`src/rtl/pc_pkg.sv`:
```
package pc_pkg;
  typedef enum logic {
    SEQ_IDLE = 1'b0,
    SEQ_ADD  = 1'b1
  } seq_state_t;
endpackage

```
`src/rtl/pc_avg_filter.sv`:
```
module pc_avg_filter #(
  parameter int IW = 12,
  parameter int KW = 4,
  parameter int FB = 8
) (
  input  logic          clk,
  input  logic          rst_n,
  input  logic          smp_vld,
  input  logic [IW-1:0] smp,
  input  logic [KW-1:0] k_sel,
  output logic [IW-1:0] avg
);
  localparam int AW = IW + FB;

  logic signed [AW:0] acc_q, acc_n, diff, stp;
  logic [KW-1:0]      k_eff;

  always_comb begin
    if (k_sel < KW'(2))      k_eff = KW'(2);
    else if (k_sel > KW'(8)) k_eff = KW'(8);
    else                     k_eff = k_sel;
    diff  = $signed({1'b0, smp, {FB{1'b0}}}) - acc_q;
    stp   = diff >>> k_eff;
    acc_n = smp_vld ? (acc_q + stp) : acc_q;
  end

  always_ff @(posedge clk or negedge rst_n) begin
    if (!rst_n) acc_q <= '0;
    else        acc_q <= acc_n;
  end

  assign avg = acc_q[AW-1:FB];


  toward_sample_chk: assert property (@(posedge clk) disable iff (!rst_n)
    (smp_vld && (smp > avg)) |=> (avg >= $past(avg)));
endmodule

```
`src/rtl/pc_sequencer.sv`:
```
module pc_sequencer
  import pc_pkg::*;
#(
  parameter int NPH = 6,
  parameter int IW  = 12,
  parameter int DW  = 8,
  parameter int CW  = 3
) (
  input  logic                  clk,
  input  logic                  rst_n,
  input  logic [IW-1:0]         avg,
  input  logic [(NPH-1)*IW-1:0] thr_tbl,
  input  logic [IW-1:0]         hyst,
  input  logic                  peak_i,
  input  logic [CW-1:0]         maxc,
  input  logic [DW-1:0]         dwell_len,
  input  logic [DW-1:0]         stagger_len,
  output logic [CW-1:0]         cnt_o
);
  seq_state_t    state_q, state_n;
  logic [CW-1:0] cnt_q, cnt_n, tgt_q, tgt_n, tgt_cap, tgt_eff;
  logic [DW-1:0] dwell_q, dwell_n, stg_q, stg_n;
  logic [IW-1:0] thr_up, thr_dn;
  logic          up_hit, dn_hit, add_go;

  always_comb begin
    thr_up = '1;
    thr_dn = '0;
    for (int i = 0; i < NPH-1; i++) begin
      if (cnt_q == CW'(i+1)) thr_up = thr_tbl[i*IW +: IW];
      if (cnt_q == CW'(i+2)) thr_dn = thr_tbl[i*IW +: IW];
    end
    up_hit  = (avg > thr_up) && (cnt_q < maxc);
    dn_hit  = (cnt_q >= CW'(2)) &&
              (({1'b0, avg} + {1'b0, hyst}) < {1'b0, thr_dn});
    add_go  = (peak_i || up_hit) && (cnt_q < maxc);
    tgt_cap = (tgt_q > maxc) ? maxc : tgt_q;
    tgt_eff = peak_i ? maxc : tgt_cap;
  end

  always_comb begin
    state_n = state_q;
    cnt_n   = cnt_q;
    tgt_n   = tgt_q;
    dwell_n = dwell_q;
    stg_n   = stg_q;
    if (cnt_q > maxc) begin
      cnt_n   = maxc;
      state_n = SEQ_IDLE;
      dwell_n = '0;
    end else begin
      case (state_q)
        SEQ_IDLE: begin
          if (add_go) begin
            cnt_n   = cnt_q + 1'b1;
            tgt_n   = peak_i ? maxc : cnt_q + 1'b1;
            stg_n   = stagger_len;
            dwell_n = '0;
            state_n = (tgt_n > cnt_n) ? SEQ_ADD : SEQ_IDLE;
          end else if (peak_i || up_hit) begin
            dwell_n = '0;
          end else if (dn_hit) begin
            if (dwell_q >= dwell_len) begin
              cnt_n   = cnt_q - 1'b1;
              dwell_n = '0;
            end else begin
              dwell_n = dwell_q + 1'b1;
            end
          end else begin
            dwell_n = '0;
          end
        end
        default: begin
          dwell_n = '0;
          tgt_n   = tgt_eff;
          if (cnt_q >= tgt_eff) begin
            state_n = SEQ_IDLE;
          end else if (stg_q == '0) begin
            cnt_n = cnt_q + 1'b1;
            stg_n = stagger_len;
            if ((cnt_q + 1'b1) >= tgt_eff) state_n = SEQ_IDLE;
          end else begin
            stg_n = stg_q - 1'b1;
          end
        end
      endcase
    end
  end

  always_ff @(posedge clk or negedge rst_n) begin
    if (!rst_n) begin
      state_q <= SEQ_IDLE;
      cnt_q   <= CW'(1);
      tgt_q   <= CW'(1);
      dwell_q <= '0;
      stg_q   <= '0;
    end else begin
      state_q <= state_n;
      cnt_q   <= cnt_n;
      tgt_q   <= tgt_n;
      dwell_q <= dwell_n;
      stg_q   <= stg_n;
    end
  end

  assign cnt_o = cnt_q;


  shed_one_chk: assert property (@(posedge clk) disable iff (!rst_n)
    ((cnt_q < $past(cnt_q)) && ($past(cnt_q) <= $past(maxc)))
      |-> (cnt_q == CW'($past(cnt_q) - 1'b1)));

  add_one_chk: assert property (@(posedge clk) disable iff (!rst_n)
    (cnt_q > $past(cnt_q)) |-> (cnt_q == CW'($past(cnt_q) + 1'b1)));

  add_wins_chk: assert property (@(posedge clk) disable iff (!rst_n)
    ((state_q == SEQ_IDLE) && add_go) |=> (cnt_q == CW'($past(cnt_q) + 1'b1)));
endmodule

```
`src/rtl/pc_pw_ramp.sv`:
```
module pc_pw_ramp #(
  parameter int PW = 8
) (
  input  logic          clk,
  input  logic          rst_n,
  input  logic          en_i,
  input  logic [PW-1:0] init_pw,
  input  logic [PW-1:0] ramp_step,
  output logic [PW-1:0] pw_o
);
  logic [PW-1:0] pw_q, pw_n;
  logic [PW:0]   sum;

  always_comb begin
    sum = {1'b0, pw_q} + {1'b0, ramp_step};
    if (!en_i)        pw_n = init_pw;
    else if (sum[PW]) pw_n = '1;
    else              pw_n = sum[PW-1:0];
  end

  always_ff @(posedge clk or negedge rst_n) begin
    if (!rst_n) pw_q <= '1;
    else        pw_q <= pw_n;
  end

  assign pw_o = en_i ? pw_q : '0;


  start_pw_chk: assert property (@(posedge clk) disable iff (!rst_n)
    ($rose(en_i) && $stable(init_pw)) |-> (pw_o == init_pw));

  pw_rise_chk: assert property (@(posedge clk) disable iff (!rst_n)
    (en_i && $past(en_i)) |-> (pw_o >= $past(pw_o)));
endmodule

```
`src/rtl/phase_count_ctrl.sv`:
```
module phase_count_ctrl #(
  parameter int NPH = 6,
  parameter int IW  = 12,
  parameter int KW  = 4,
  parameter int DW  = 8,
  parameter int PW  = 8,
  localparam int CW = $clog2(NPH + 1)
) (
  input  logic                  clk,
  input  logic                  rst_n,
  input  logic                  smp_vld,
  input  logic [IW-1:0]         smp,
  input  logic                  peak_i,
  input  logic [KW-1:0]         k_sel,
  input  logic [(NPH-1)*IW-1:0] thr_tbl,
  input  logic [IW-1:0]         hyst,
  input  logic [CW-1:0]         max_ph,
  input  logic [DW-1:0]         dwell_len,
  input  logic [DW-1:0]         stagger_len,
  input  logic [PW-1:0]         init_pw,
  input  logic [PW-1:0]         ramp_step,
  output logic [NPH-1:0]        ph_en,
  output logic [NPH*PW-1:0]     ph_pw
);
  logic [IW-1:0] avg;
  logic [CW-1:0] maxc, cnt, act;

  always_comb begin
    if (max_ph == '0)            maxc = CW'(1);
    else if (max_ph > CW'(NPH))  maxc = CW'(NPH);
    else                         maxc = max_ph;
    act = (cnt > maxc) ? maxc : cnt;
  end

  pc_avg_filter #(.IW(IW), .KW(KW)) u_avg (
    .clk(clk), .rst_n(rst_n), .smp_vld(smp_vld), .smp(smp),
    .k_sel(k_sel), .avg(avg)
  );

  pc_sequencer #(.NPH(NPH), .IW(IW), .DW(DW), .CW(CW)) u_seq (
    .clk(clk), .rst_n(rst_n), .avg(avg), .thr_tbl(thr_tbl), .hyst(hyst),
    .peak_i(peak_i), .maxc(maxc), .dwell_len(dwell_len),
    .stagger_len(stagger_len), .cnt_o(cnt)
  );

  for (genvar g = 0; g < NPH; g++) begin : g_ph
    assign ph_en[g] = (act > CW'(g));
    pc_pw_ramp #(.PW(PW)) u_ramp (
      .clk(clk), .rst_n(rst_n), .en_i(ph_en[g]), .init_pw(init_pw),
      .ramp_step(ramp_step), .pw_o(ph_pw[g*PW +: PW])
    );
  end


  en_cap_chk: assert property (@(posedge clk) disable iff (!rst_n)
    ($countones(ph_en) <= int'(maxc)) && ph_en[0]);
endmodule

```
`config.mk`:
```
export PLATFORM = sky130hd
export DESIGN_NAME = phase_count_ctrl
export DESIGN_NICKNAME = d
export VERILOG_FILES = /design/src/rtl/pc_pkg.sv /design/src/rtl/pc_avg_filter.sv /design/src/rtl/pc_sequencer.sv /design/src/rtl/pc_pw_ramp.sv /design/src/rtl/phase_count_ctrl.sv
export SDC_FILE = /design/constraint.sdc
export NUM_CORES = 1
export LEC_CHECK = 0
export ABC_CLOCK_PERIOD_IN_PS = 4300
export BUFFER_PORTS_ARGS = -buffer_cell sky130_fd_sc_hd__buf_2
export CORE_AREA = 3 3 124 186
export DETAILED_ROUTE_END_ITERATION = 16
export DIE_AREA = 0 0 127 189
export GPL_ROUTABILITY_DRIVEN = 0
export PLACE_DENSITY = 0.77
export SLEW_MARGIN = 15
export SYNTH_ARGS = -nofsm -noshare
export SYNTH_HDL_FRONTEND = slang
export SYNTH_SLANG_ARGS = --single-unit
export TNS_END_PERCENT = 20
```
`constraint.sdc`:
```
create_clock -name clk -period 4.3 [get_ports clk]
set_input_delay 0.43 -clock clk [delete_from_list [all_inputs] [get_ports clk]]
set_output_delay 0.43 -clock clk [all_outputs]
set_load 0.02 [all_outputs]
```
==> key figures, run 1 <==
Power
  – Maximum VDD drop: slightly above 0.6 mV
  – Power Density: a little over 1000 nW/um^2
  – Design Power: 14.9 mW
  – Leak: a little under 7 nW

Worst setup path
  – Crit path required time: ~4.5 ns
  – Endpoint class of the critical path: flip-flop
  – CP startpoint: u_avg.acc_q[13]
  – Critical path class: reg2reg
  – Crit start category: flip-flop
  – RR Startpoint: u_avg.acc_q[13]
  – CP arrival: approximately 4.8 ns
  – R2R setup slack: -0.25 ns
  – Maximum net fanout on the critical path: 4

STA
  – Tmin final: around 4.5 ns
  – Rel. slew slack: 0.433
  – Final setup vio count: 9
  – Final Skew: roughly 0.011 ns
  – Fmax: about 220 MHz
  – Final setup margin: -0.246 ns
  – Worst slew pin tran: between 0.8 and 0.9 ns
  – Max Transition Viols Final: 0
  – Final Hold Viols: 0
  – RSZ-0062 raised after global routing: yes
  – Period utilization: 1.06

Clocking
  – Clk slew on worst S/H paths: around 0.080 ns
  – Clock Tree Buf Depth: 2
  – Inserted Clock Buffers: 9
  – Max H-tree Level: 3
  – CTS tree: built
  – Root buf cell: clkbuf_16
  – Clock sinks: between 90 and 100
  – Worst-Skew Late Latency: 0.36 ns

Yosys
  – Mapped Nets: 1717
  – Post-synth EDFFs: 0
  – Ys async rst share: 1.00
  – Cell Area, Synth: between 10000 and 15000 sq um
  – Yosys reg bits: 92
  – Most numerous cell in the Yosys netlist: ha_1
  – Top post-synthesis cells by area: ha_1, dfstp_2, dfrtp_1, a21oi_1, o21ai_0
  – Sequential area share after synthesis: 0.209
  – Post-synth top cells: ha_1, nor2_1, a21oi_1, nand2_1, o21ai_0
  – Ys Warns: 0
  – Ys flop type: dfstp_2
  – Synth Instances: between 1000 and 1500
  – Top-area cell type share of the netlist area: 0.166
  – Cell taking the most area after synthesis: ha_1
  – Syn avg cell area: a little under 8 sq um
  – Synth unique cells: between 80 and 90

Drt
  – Initial drt markers: between 900 and 1000
  – Residual DRC: 0
  – Final wirelength: a little under 40000 microns
  – Remaining antenna violation count after routing: 0
  – Avg WL per Cell: 19.3 microns
  – Pre-Repair DR Iteration Count: 6
  – Vias: between 10000 and 15000
  – Vias per cell: approximately 6.2

Status
  – Failing checks: negative setup slack
  – Outcome: finished, violations left

GRT
  – Largest net degree at the start of global routing: 66
  – Vias in the first global route: roughly 12000
  – Antenna violations before repair: 2
  – Global route overflow: 0
  – First-pass GRT wire length: roughly 60000 microns
  – Tot GR Track Use: 0.307

Cells and area
  – # nets final: approximately 2000
  – Layout overhead on the synthesized area: 28.4%
  – Fillers: 1742
  – Final core utilization: 0.672
  – Share of layout cells above drive strength 1: 0.314

Floorplanning
  – Core Region: 21600 sq um
  – Starting Density: 0.523
  – # IOs: 181
  – Die extent in x: between 100 and 150 microns
  – Die area: 24000 sq um
  – Row cnt: 66
  – Die height: approximately 190 microns

Job
  – Maxcap violations: 0

Place
  – Port bufs: 180
  – Dpl hpwl: between 20000 and 30000 microns

Hold path
  – Worst Hold Class: in2async
layer usage:
layer / track usage / up-vias / wire [microns]
met3: 0.0395 / 210 / 2400
met4: 0.152 / 2 / 2540
met2: 0.576 / 568 / 20100
li1: - / 5861 / -
met5: 0 / - / 11
met1: 0.333 / 5964 / 14000
critical path, cell delays in order, from the launching register on:
cell       delay, ns
dfrtp_1         0.41
inv_2           0.09
ha_1            0.24
buf_4           0.14
a221o_1         0.39
and2_4          0.21
nor3_4          0.25
xnor2_1         0.12
buf_4           0.17
mux2_2          0.30
nor3_1          0.31
a2111oi_4       0.10
ha_4            0.32
nand3_1         0.14
or4_4           0.55
a21boi_4        0.18
o31ai_2         0.09
mux2i_1         0.15
or2_1           0.24
report_power, final:
part / switching (mW) / internal [mW] / leakage [nW] / total, mW
Combinational: 6.74 / 5.60 / 5.56 / 12.3
Sequential: 0.322 / 1.43 / 1.04 / 1.75
Clock: 0.423 / 0.415 / 0.149 / 0.838
Total: 7.49 / 7.45 / 6.75 / 14.9
cells in the final DEF (no fill, tap or decap), drive strengths merged, types with 30 or more instances in the layout:
cell     n
and2    51
buf    363
nand3   30
dfstp   50
nand2  107
xnor2   39
o21ai  109
nor2   132
a21oi  122
dfrtp   42
inv     98
ha     150
o22a    47
final timing paths:
path	end	cells past startpoint
min in group clk	u_seq.stg_q[4]	3
hold / removal	u_seq.stg_q[5]	1
setup / recovery	u_avg.acc_q[19]	18
setup reg to reg	u_avg.acc_q[19]	18
max in group asynchronous	g_ph[0].u_ramp.pw_q[5]	2
hold reg to reg	u_seq.tgt_q[1]	1
flip-flops by register name, indices dropped and copies added (netlist names):
register          flops
g_ph.u_ramp.pw_q     48
u_avg.acc_q          21
u_seq.cnt_o           3
u_seq.dwell_q         8
u_seq.state_q         1
u_seq.stg_q           8
u_seq.tgt_q           3
timing repair:
| item | 4_1_cts | 5_1_grt |
|---|---|---|
| setup buffers | 15 | 12 |
| gates cloned | 0 | 0 |
| resized for setup | 46 | 75 |
| setup endpoints to repair | 9 | 35 |
| hold buffers | 0 | 0 |
| pin swaps | 27 | 39 |
stage by stage:
stage,instances,setup slack (ns),setup TNS [ns],hold WS (ns),cell area (sq um)
2_1_floorplan,1432,-0.0193,-0.0193,0.134,11300
3_3_place_gp,1973,-0.250,-0.993,0.491,13500
3_5_place_dp,1973,-0.382,-2.25,0.496,13500
4_1_cts,2004,-0.0526,-0.100,0.201,14100
5_1_grt,2017,-0.492,-4.29,0.222,14500
6_report,2017,-0.246,-1.20,0.165,14500
cell families (layout without fill, tap and decap cells):
logic type	Yosys count	after routing	share of synthesized area
multiplexers	31	31	0.0286
AND/OR/NAND/NOR	455	455	0.201
flip-flops	92	92	0.209
AO/OA/AOI/OAI	472	472	0.274
other	0	1	0
buffers and inverters	163	475	0.0599
XOR/XNOR	60	60	0.0464
adder cells (fa/ha/maj)	159	159	0.181
cell type report:
class | count | area [sq um] | share of cell area
multi-input combinational | 1177 | 8870 | 0.610
sequential | 92 | 2370 | 0.163
timing repair buffer | 363 | 2300 | 0.158
inverter | 96 | 360 | 0.0248
tap | 272 | 340 | 0.0234
clock buffer | 9 | 225 | 0.0155
clock inverter | 7 | 76.3 | 0.00525
antenna | 1 | 2.50 | 0.000172
Power figures use the tool's default switching activity.
==> run 2: changes to the inputs <==
--- a/config.mk
+++ b/config.mk
@@ -16,4 +16,4 @@
 export SYNTH_ARGS = -nofsm -noshare
 export SYNTH_HDL_FRONTEND = slang
 export SYNTH_SLANG_ARGS = --single-unit
-export TNS_END_PERCENT = 20
+export TNS_END_PERCENT = 1
==> key figures, run 2 (same netlist as run 1, synthesis figures left out) <==
Clocking
  – Clock sinks: 92 (unchanged)
  – CTS tree: built (unchanged)
  – Clock Tree Buf Depth: 2 (unchanged)
  – Root buf cell: clkbuf_16 (unchanged)
  – CTS Hold Buffers Added: 0 (unchanged)
  – Clk slew on worst S/H paths: 0.08 ns (about the same)
  – Worst-Skew Late Latency: 0.36 ns (about the same)
  – Max H-tree Level: 3 (unchanged)
  – Inserted Clock Buffers: 9 (unchanged)

STA
  – Tmin final: 4.56 ns (was 4.55 ns)
  – Final setup margin: -0.258 ns (was -0.246 ns)
  – Fmax: 219 MHz (was 220 MHz)
  – Final Hold Viols: 0 (unchanged)
  – Period utilization: 1.06 (about the same)
  – Max Transition Viols Final: 0 (unchanged)
  – Hold WS: 0.158 ns (was 0.165 ns)
  – Setup_tns: -1.05 ns (was -1.20 ns)
  – Final setup vio count: 8 (was 9)
  – RSZ-0062 raised after global routing: yes (unchanged)
  – Final Skew: 0.0117 ns (was 0.0114 ns)
  – Worst slew pin tran: 0.866 ns (was 0.851 ns)
  – Rel. slew slack: 0.422 (was 0.433)

Worst setup path
  – Maximum net fanout on the critical path: 3 (was 4)
  – Reg-to-Reg End: u_avg.acc_q[14] (was u_avg.acc_q[19])
  – RR Startpoint: u_avg.acc_q[0] (was u_avg.acc_q[13])
  – Endpoint class of the critical path: flip-flop (unchanged)
  – CP Capture Point: u_avg.acc_q[14] (was u_avg.acc_q[19])
  – CP arrival: 4.79 ns (about the same)
  – Crit start category: flip-flop (unchanged)
  – R2R setup slack: -0.26 ns (was -0.25 ns)
  – CP startpoint: u_avg.acc_q[0] (was u_avg.acc_q[13])
  – Critical path class: reg2reg (unchanged)
  – Crit path required time: 4.54 ns (about the same)
  – Reg2Reg Depth: 20 (was 18)

Drt
  – Final wirelength: 37700 microns (was 39000 microns)
  – Pre-Repair DR Iteration Count: 5 (was 6)
  – Avg WL per Cell: 18.8 microns (was 19.3 microns)
  – Remaining antenna violation count after routing: 0 (unchanged)
  – Initial drt markers: 944 (was 991)
  – Residual DRC: 0 (unchanged)
  – Vias: 12400 (was 12600)
  – Vias per cell: 6.19 (was 6.25)

Floorplanning
  – # IOs: 181 (unchanged)
  – Core Region: 21600 sq um (unchanged)
  – Die height: 189 microns (unchanged)
  – Starting Density: 0.523 (unchanged)
  – Die extent in x: 127 microns (unchanged)
  – Row cnt: 66 (unchanged)
  – Die area: 24000 sq um (unchanged)

Cells and area
  – Commonest non-fill, non-tap cell in the layout: buf_2
  – Most flops, register: g_ph.u_ramp.pw_q (unchanged)
  – Regs by FF count: g_ph.u_ramp.pw_q x48, u_avg.acc_q x21 (unchanged)
  – Layout overhead on the synthesized area: 25.8% (was 28.4%)
  – Fillers: 1814 (was 1742)
  – # nets final: 2012 (was 2024)
  – Most frequent cells in the layout: buf_2, buf_4, ha_1 (unchanged)
  – Share of layout cells above drive strength 1: 0.294 (was 0.314)
  – FF+latch area: 2370 sq um (unchanged)
  – Post-Layout Inst Area: 14200 sq um (was 14500 sq um)
  – Max reg flops: 48 (unchanged)
  – Multi-input combinational cell area: 8670 sq um (was 8870 sq um)
  – Final core utilization: 0.659 (was 0.672)

Hold path
  – Worst Hold Class: in2async (unchanged)

GRT
  – Largest net degree at the start of global routing: 66 (unchanged)
  – First-pass GRT wire length: 60100 microns (unchanged)
  – Tot GR Track Use: 0.307 (unchanged)
  – Global route overflow: 0 (unchanged)
  – Antenna violations before repair: 2 (unchanged)
  – Vias in the first global route: 12400 (unchanged)

Place
  – Dpl hpwl: 29100 microns (unchanged)
  – Dpl ws: -0.382 ns (unchanged)
  – Placed Area: 13500 sq um (unchanged)
  – Port bufs: 180 (unchanged)

Power
  – Leak: 6.66 nW (was 6.75 nW)
  – Maximum VDD drop: 0.550 mV (was 0.609 mV)
  – Power Density: 1000 nW/um^2 (was 1030 nW/um^2)

Status
  – Outcome: finished, violations left (unchanged)
  – Failing checks: negative setup slack (unchanged)

Job
  – Maxcap violations: 0 (unchanged)
## run 2: cell type report
type / instances / area share
multi-input combinational: 1177 / 0.609
sequential: 92 / 0.166
timing repair buffer: 351 / 0.155
inverter: 96 / 0.0253
tap: 272 / 0.0239
clock buffer: 9 / 0.0158
clock inverter: 7 / 0.00536
antenna: 1 / 0.000176
## run 2: worst max-delay path, stage by stage, from the launching register on
cell,delay (ns)
dfrtp_1,0.40
inv_2,0.08
ha_4,0.13
nor3b_4,0.27
buf_4,0.18
a31oi_2,0.09
buf_4,0.17
nor3_1,0.26
nor3_1,0.09
nor2_1,0.30
mux2i_1,0.16
buf_4,0.18
mux2_1,0.28
o21ai_1,0.18
ha_1,0.31
nand3_1,0.17
a31oi_2,0.07
or3_4,0.43
a21oi_2,0.22
nor4b_1,0.10
or3_1,0.37
## run 2: timing repair
item / CTS / global route
setup endpoints to repair: 9 / 35
cloned: 0 / 0
gates resized for setup: 46 / 36
setup buffers: 15 / 0
pin swaps: 27 / 13
## run 2: worst min-delay path by stage
stage	endpoint	startpoint	slack, ns	cells past startpoint
global route	u_seq.stg_q[5]	rst_n	0.22	1
detailed placement	u_seq.tgt_q[1]	u_seq.tgt_q[1]	0.50	1
global placement	u_seq.stg_q[7]	u_seq.stg_q[7]	0.49	2
floorplan	u_avg.acc_q[0]	rst_n	0.13	0
CTS	u_seq.stg_q[6]	rst_n	0.20	1
finish	u_seq.stg_q[5]	rst_n	0.16	1
## run 2: per-stage QoR
stage / cells / power (mW)
after floorplan: 1432 / 8.83
after global placement: 1973 / 12.1
after detailed placement: 1973 / 12.4
after CTS: 2004 / 13.7
after global routing: 2005 / 15.4
final: 2005 / 14.3
## run 2: report_power, final
part           leakage [nW]  internal (mW)  switching, mW  total, mW
Clock                 0.149          0.415          0.416      0.831
Combinational          5.47           5.27           6.39       11.7
Sequential             1.04           1.43          0.324       1.76
## run 2: metal layers
layer,vias up,share of wire,GRT usage,wire length (microns)
met1,5864,0.37,0.333,13800
li1,5831,-,-,-
met3,189,0.058,0.0395,2200
met5,-,0.00029,0,11
met2,527,0.52,0.576,19600
met4,2,0.057,0.152,2160
==> run 3: changes to the inputs <==
--- a/config.mk
+++ b/config.mk
@@ -7,13 +7,15 @@
 export LEC_CHECK = 0
 export ABC_CLOCK_PERIOD_IN_PS = 4300
 export BUFFER_PORTS_ARGS = -buffer_cell sky130_fd_sc_hd__buf_2
-export CORE_AREA = 3 3 124 186
+export CORE_AREA = 3 3 125 187
+export CTS_BUF_LIST = sky130_fd_sc_hd__clkbuf_4
 export DETAILED_ROUTE_END_ITERATION = 16
-export DIE_AREA = 0 0 127 189
+export DIE_AREA = 0 0 128 190
 export GPL_ROUTABILITY_DRIVEN = 0
-export PLACE_DENSITY = 0.77
+export PLACE_DENSITY = 0.79
 export SLEW_MARGIN = 15
 export SYNTH_ARGS = -nofsm -noshare
 export SYNTH_HDL_FRONTEND = slang
+export SYNTH_HIERARCHICAL = 1
 export SYNTH_SLANG_ARGS = --single-unit
 export TNS_END_PERCENT = 1
==> key figures, run 3 <==
Yosys
  – Post-synth top cells: ha_1, a21oi_1, nand2_1, nor2_1, o21ai_0 (was ha_1, nor2_1, a21oi_1, nand2_1, o21ai_0)
  – Sequential area share after synthesis: 0.199 (was 0.209)
  – Ys Warns: 6 (was 0)
  – Synth Instances: 1445 (was 1432)
  – Yosys reg bits: 92 (unchanged)
  – Ys async rst share: 1.00 (unchanged)
  – Post-synth EDFFs: 0 (unchanged)
  – Synth unique cells: 106 (was 89)
  – Top post-synthesis cells by area: ha_1, dfstp_2, dfrtp_1, a21oi_1, o21ai_0 (unchanged)
  – Top-area cell type share of the netlist area: 0.160 (was 0.166)
  – Ys flop type: dfstp_2 (unchanged)
  – Most numerous cell in the Yosys netlist: ha_1 (unchanged)
  – Mapped Nets: 1732 (was 1717)
  – Cell taking the most area after synthesis: ha_1 (unchanged)
  – Syn avg cell area: 8.22 sq um (was 7.91 sq um)
  – Cell Area, Synth: 11900 sq um (was 11300 sq um)

Cells and area
  – Max reg flops: 48 (unchanged)
  – Most flops, register: g_ph.u_ramp/pw_q (was g_ph.u_ramp.pw_q)
  – # nets final: 2013 (was 2012)
  – Most frequent cells in the layout: buf_2, buf_4, ha_1 (unchanged)
  – Regs by FF count: g_ph.u_ramp/pw_q x48, u_avg/acc_q x21 (was g_ph.u_ramp.pw_q x48, u_avg.acc_q x21)
  – Commonest non-fill, non-tap cell in the layout: buf_2 (unchanged)
  – Share of layout cells above drive strength 1: 0.300 (was 0.294)
  – Layout overhead on the synthesized area: 22.3% (was 25.8%)

Floorplanning
  – Die height: 190 microns (was 189 microns)
  – # IOs: 181 (unchanged)
  – Starting Density: 0.545 (was 0.523)
  – Row cnt: 66 (unchanged)
  – Die extent in x: 128 microns (was 127 microns)
  – Die area: 24300 sq um (was 24000 sq um)
  – Core Region: 21800 sq um (was 21600 sq um)

Power
  – Maximum VDD drop: 0.550 mV (about the same)
  – Sw frac: 0.503 (was 0.501)
  – Sequential share of power: 0.121 (was 0.123)
  – Gate power share: 0.845 (was 0.818)
  – Clk network pwr share: 0.034 (was 0.058)
  – Leak: 6.68 nW (was 6.66 nW)
  – NetSw: 7.22 mW (was 7.13 mW)
  – Internal power: 7.13 mW (was 7.12 mW)
  – Power Density: 988 nW/um^2 (was 1000 nW/um^2)

STA
  – Hold WS: 0.0282 ns (was 0.158 ns)
  – Final Hold Viols: 0 (unchanged)
  – RSZ-0062 raised after global routing: yes (unchanged)
  – Final setup margin: -0.180 ns (was -0.258 ns)
  – Period utilization: 1.04 (was 1.06)
  – Rel. slew slack: 0.410 (was 0.422)
  – Final Skew: 0.0269 ns (was 0.0117 ns)
  – Worst slew pin tran: 0.885 ns (was 0.866 ns)
  – Final setup vio count: 7 (was 8)
  – Fmax: 223 MHz (was 219 MHz)
  – Tmin final: 4.48 ns (was 4.56 ns)
  – Max Transition Viols Final: 0 (unchanged)

GRT
  – Global route hottest layer: met2 (unchanged)
  – Antenna violations before repair: 7 (was 2)
  – Largest net degree at the start of global routing: 62 (was 66)
  – M3 GR Usage: 0.0427 (was 0.0395)
  – Tot GR Track Use: 0.291 (was 0.307)
  – Met1 GRT Util: 0.313 (was 0.333)
  – Vias in the first global route: 12200 (was 12400)
  – Global route overflow: 0 (unchanged)
  – First-pass GRT wire length: 57600 microns (was 60100 microns)
  – Grt met2 use: 0.539 (was 0.576)

Worst setup path
  – Worst path max stage delay: 0.47 ns (was 0.43 ns)
  – Critical path class: reg2reg (unchanged)
  – RR Startpoint: u_avg/acc_q[13] (was u_avg.acc_q[0])
  – R2R setup slack: -0.18 ns (was -0.26 ns)
  – Crit path cell chain: inv_1, ha_4, inv_1, or3_4, o211ai_4, a31oi_4, xnor2_2, buf_4, mux4_2, o221a_1, ha_4, nand2_1, o21ai_2, nor4b_4, o31ai_2, buf_4, a21oi_1, or4b_1, nand3b_1 (was inv_2, ha_4, nor3b_4, buf_4, a31oi_2, buf_4, nor3_1, nor3_1, nor2_1, mux2i_1, buf_4, mux2_1, o21ai_1, ha_1, nand3_1, a31oi_2, or3_4, a21oi_2, nor4b_1, or3_1)
  – Endpoint class of the critical path: flip-flop (unchanged)
  – CP startpoint: u_avg/acc_q[13] (was u_avg.acc_q[0])
  – Worst path bufs/invs: 4 (unchanged)
  – CP arrival: 4.93 ns (was 4.79 ns)
  – Crit start category: flip-flop (unchanged)
  – Reg2Reg Depth: 19 (was 20)
  – Reg-to-Reg End: u_avg/acc_q[18] (was u_avg.acc_q[14])
  – Maximum net fanout on the critical path: 4 (was 3)
  – Max stage delay cell, worst path: or4b_1 (was or3_4)
  – Cell depth of the worst setup path: 19 (was 20)
  – Crit path max-delay family: compound AO/OA/AOI/OAI gates (was simple AND/OR/NAND/NOR gates)
  – Crit path required time: 4.75 ns (was 4.54 ns)
  – CP Capture Point: u_avg/acc_q[18] (was u_avg.acc_q[14])

Clocking
  – Inserted Clock Buffers: 9 (unchanged)
  – Worst-Skew Late Latency: 0.50 ns (was 0.36 ns)
  – Clk slew on worst S/H paths: 0.18 ns (was 0.08 ns)
  – Max H-tree Level: 3 (unchanged)
  – Clock sinks: 92 (unchanged)
  – Root buf cell: clkbuf_4 (was clkbuf_16)
  – Clock Tree Buf Depth: 2 (unchanged)
  – CTS tree: built (unchanged)

Place
  – Dpl hpwl: 29000 microns (was 29100 microns)
  – Port bufs: 180 (unchanged)
  – Dpl ws: -0.446 ns (was -0.382 ns)

Status
  – Failing checks: negative setup slack (unchanged)
  – Outcome: finished, violations left (unchanged)

Drt
  – Vias: 12400 (about the same)
  – Final wirelength: 37000 microns (was 37700 microns)
  – Residual DRC: 0 (unchanged)
  – Avg WL per Cell: 18.4 microns (was 18.8 microns)
  – Initial drt markers: 771 (was 944)
  – Vias per cell: 6.19 (about the same)
  – Pre-Repair DR Iteration Count: 5 (unchanged)
  – Remaining antenna violation count after routing: 0 (unchanged)

Hold path
  – Worst Hold Class: in2async (unchanged)

Job
  – Maxcap violations: 0 (unchanged)
-- run 3: cell types whose count changed in the layout (fill, tap and decap cells not counted), sizes merged, moves of 11 or more --
cell	before	now
nor2	132	104
nand3	30	16
a21boi	17	1
a21o	23	37
inv	98	81
and2	51	63
o22a	47	36
nand2b	10	21
nand2	107	124
-- run 3: logic make-up (layout without fill, tap and decap cells) --
family                     count (synthesis)  in the layout  synth area share
muxes                                     24             24            0.0232
other                                      0              5                 0
xor gates and xnor gates                  70             70            0.0522
buffers and inverters                    149            435            0.0535
DFF                                       92             92             0.199
and+or+nand+nor                          443            443             0.197
adders and majority gates                161            161             0.174
AOI/OAI and AO/OA                        506            506             0.301
-- run 3: what timing repair did --
action | 4_1_cts | 5_1_grt
gates resized for setup | 34 | 28
pin swaps | 13 | 4
hold buffers | 0 | 0
setup buffers | 6 | 0
endpoints found under the setup margin | 12 | 31
-- run 3: final cells by class --
type,instances,area [sq um]
timing repair buffer,341,2180
tap,272,340
sequential,92,2360
antenna,5,12.5
multi-input combinational,1204,9220
clock buffer,11,82.6
fill,1746,7270
clock inverter,5,33.8
inverter,78,293
-- run 3: routing by layer --
layer / wire length, microns / vias to the layer above
met3: 2010 / 148
met2: 19100 / 484
met4: 2070 / 6
li1: - / 5932
met1: 13800 / 5857
met5: 28 / -
-- run 3: metrics by stage --
step	instances	TNS [ns]	area [sq um]	total power, mW	util
2_1_floorplan	1445	0	11900	9.48	-
3_3_place_gp	1981	-0.916	14000	12.7	0.644
3_5_place_dp	1981	-1.71	14000	13.0	0.644
4_1_cts	2003	-0.347	14400	13.9	0.659
5_1_grt	2007	-2.62	14500	15.5	0.666
6_report	2008	-0.521	14500	14.4	0.666
-- run 3: how the worst min path moves through the flow --
stage | start | to | slack (ns) | depth (start not counted)
finish | rst_n | u_seq/dwell_q[7] | 0.03 | 1
global route | rst_n | u_seq/dwell_q[7] | 0.05 | 1
CTS | rst_n | u_avg/acc_q[7] | 0.01 | 1
global placement | u_seq/tgt_q[0] | u_seq/tgt_q[0] | 0.47 | 2
floorplan | rst_n | u_avg/acc_q[0] | 0.13 | 0
detailed placement | u_seq/tgt_q[0] | u_seq/tgt_q[0] | 0.48 | 2
-- run 3: power groups by stage --
stage | clock [mW] | combinational, mW | sequential (mW)
2_1_floorplan | 0 | 7.81 | 1.68
3_3_place_gp | 0 | 11.0 | 1.73
3_5_place_dp | 0 | 11.3 | 1.75
4_1_cts | 0.499 | 11.6 | 1.73
5_1_grt | 0.530 | 13.2 | 1.80
6_report | 0.481 | 12.1 | 1.74
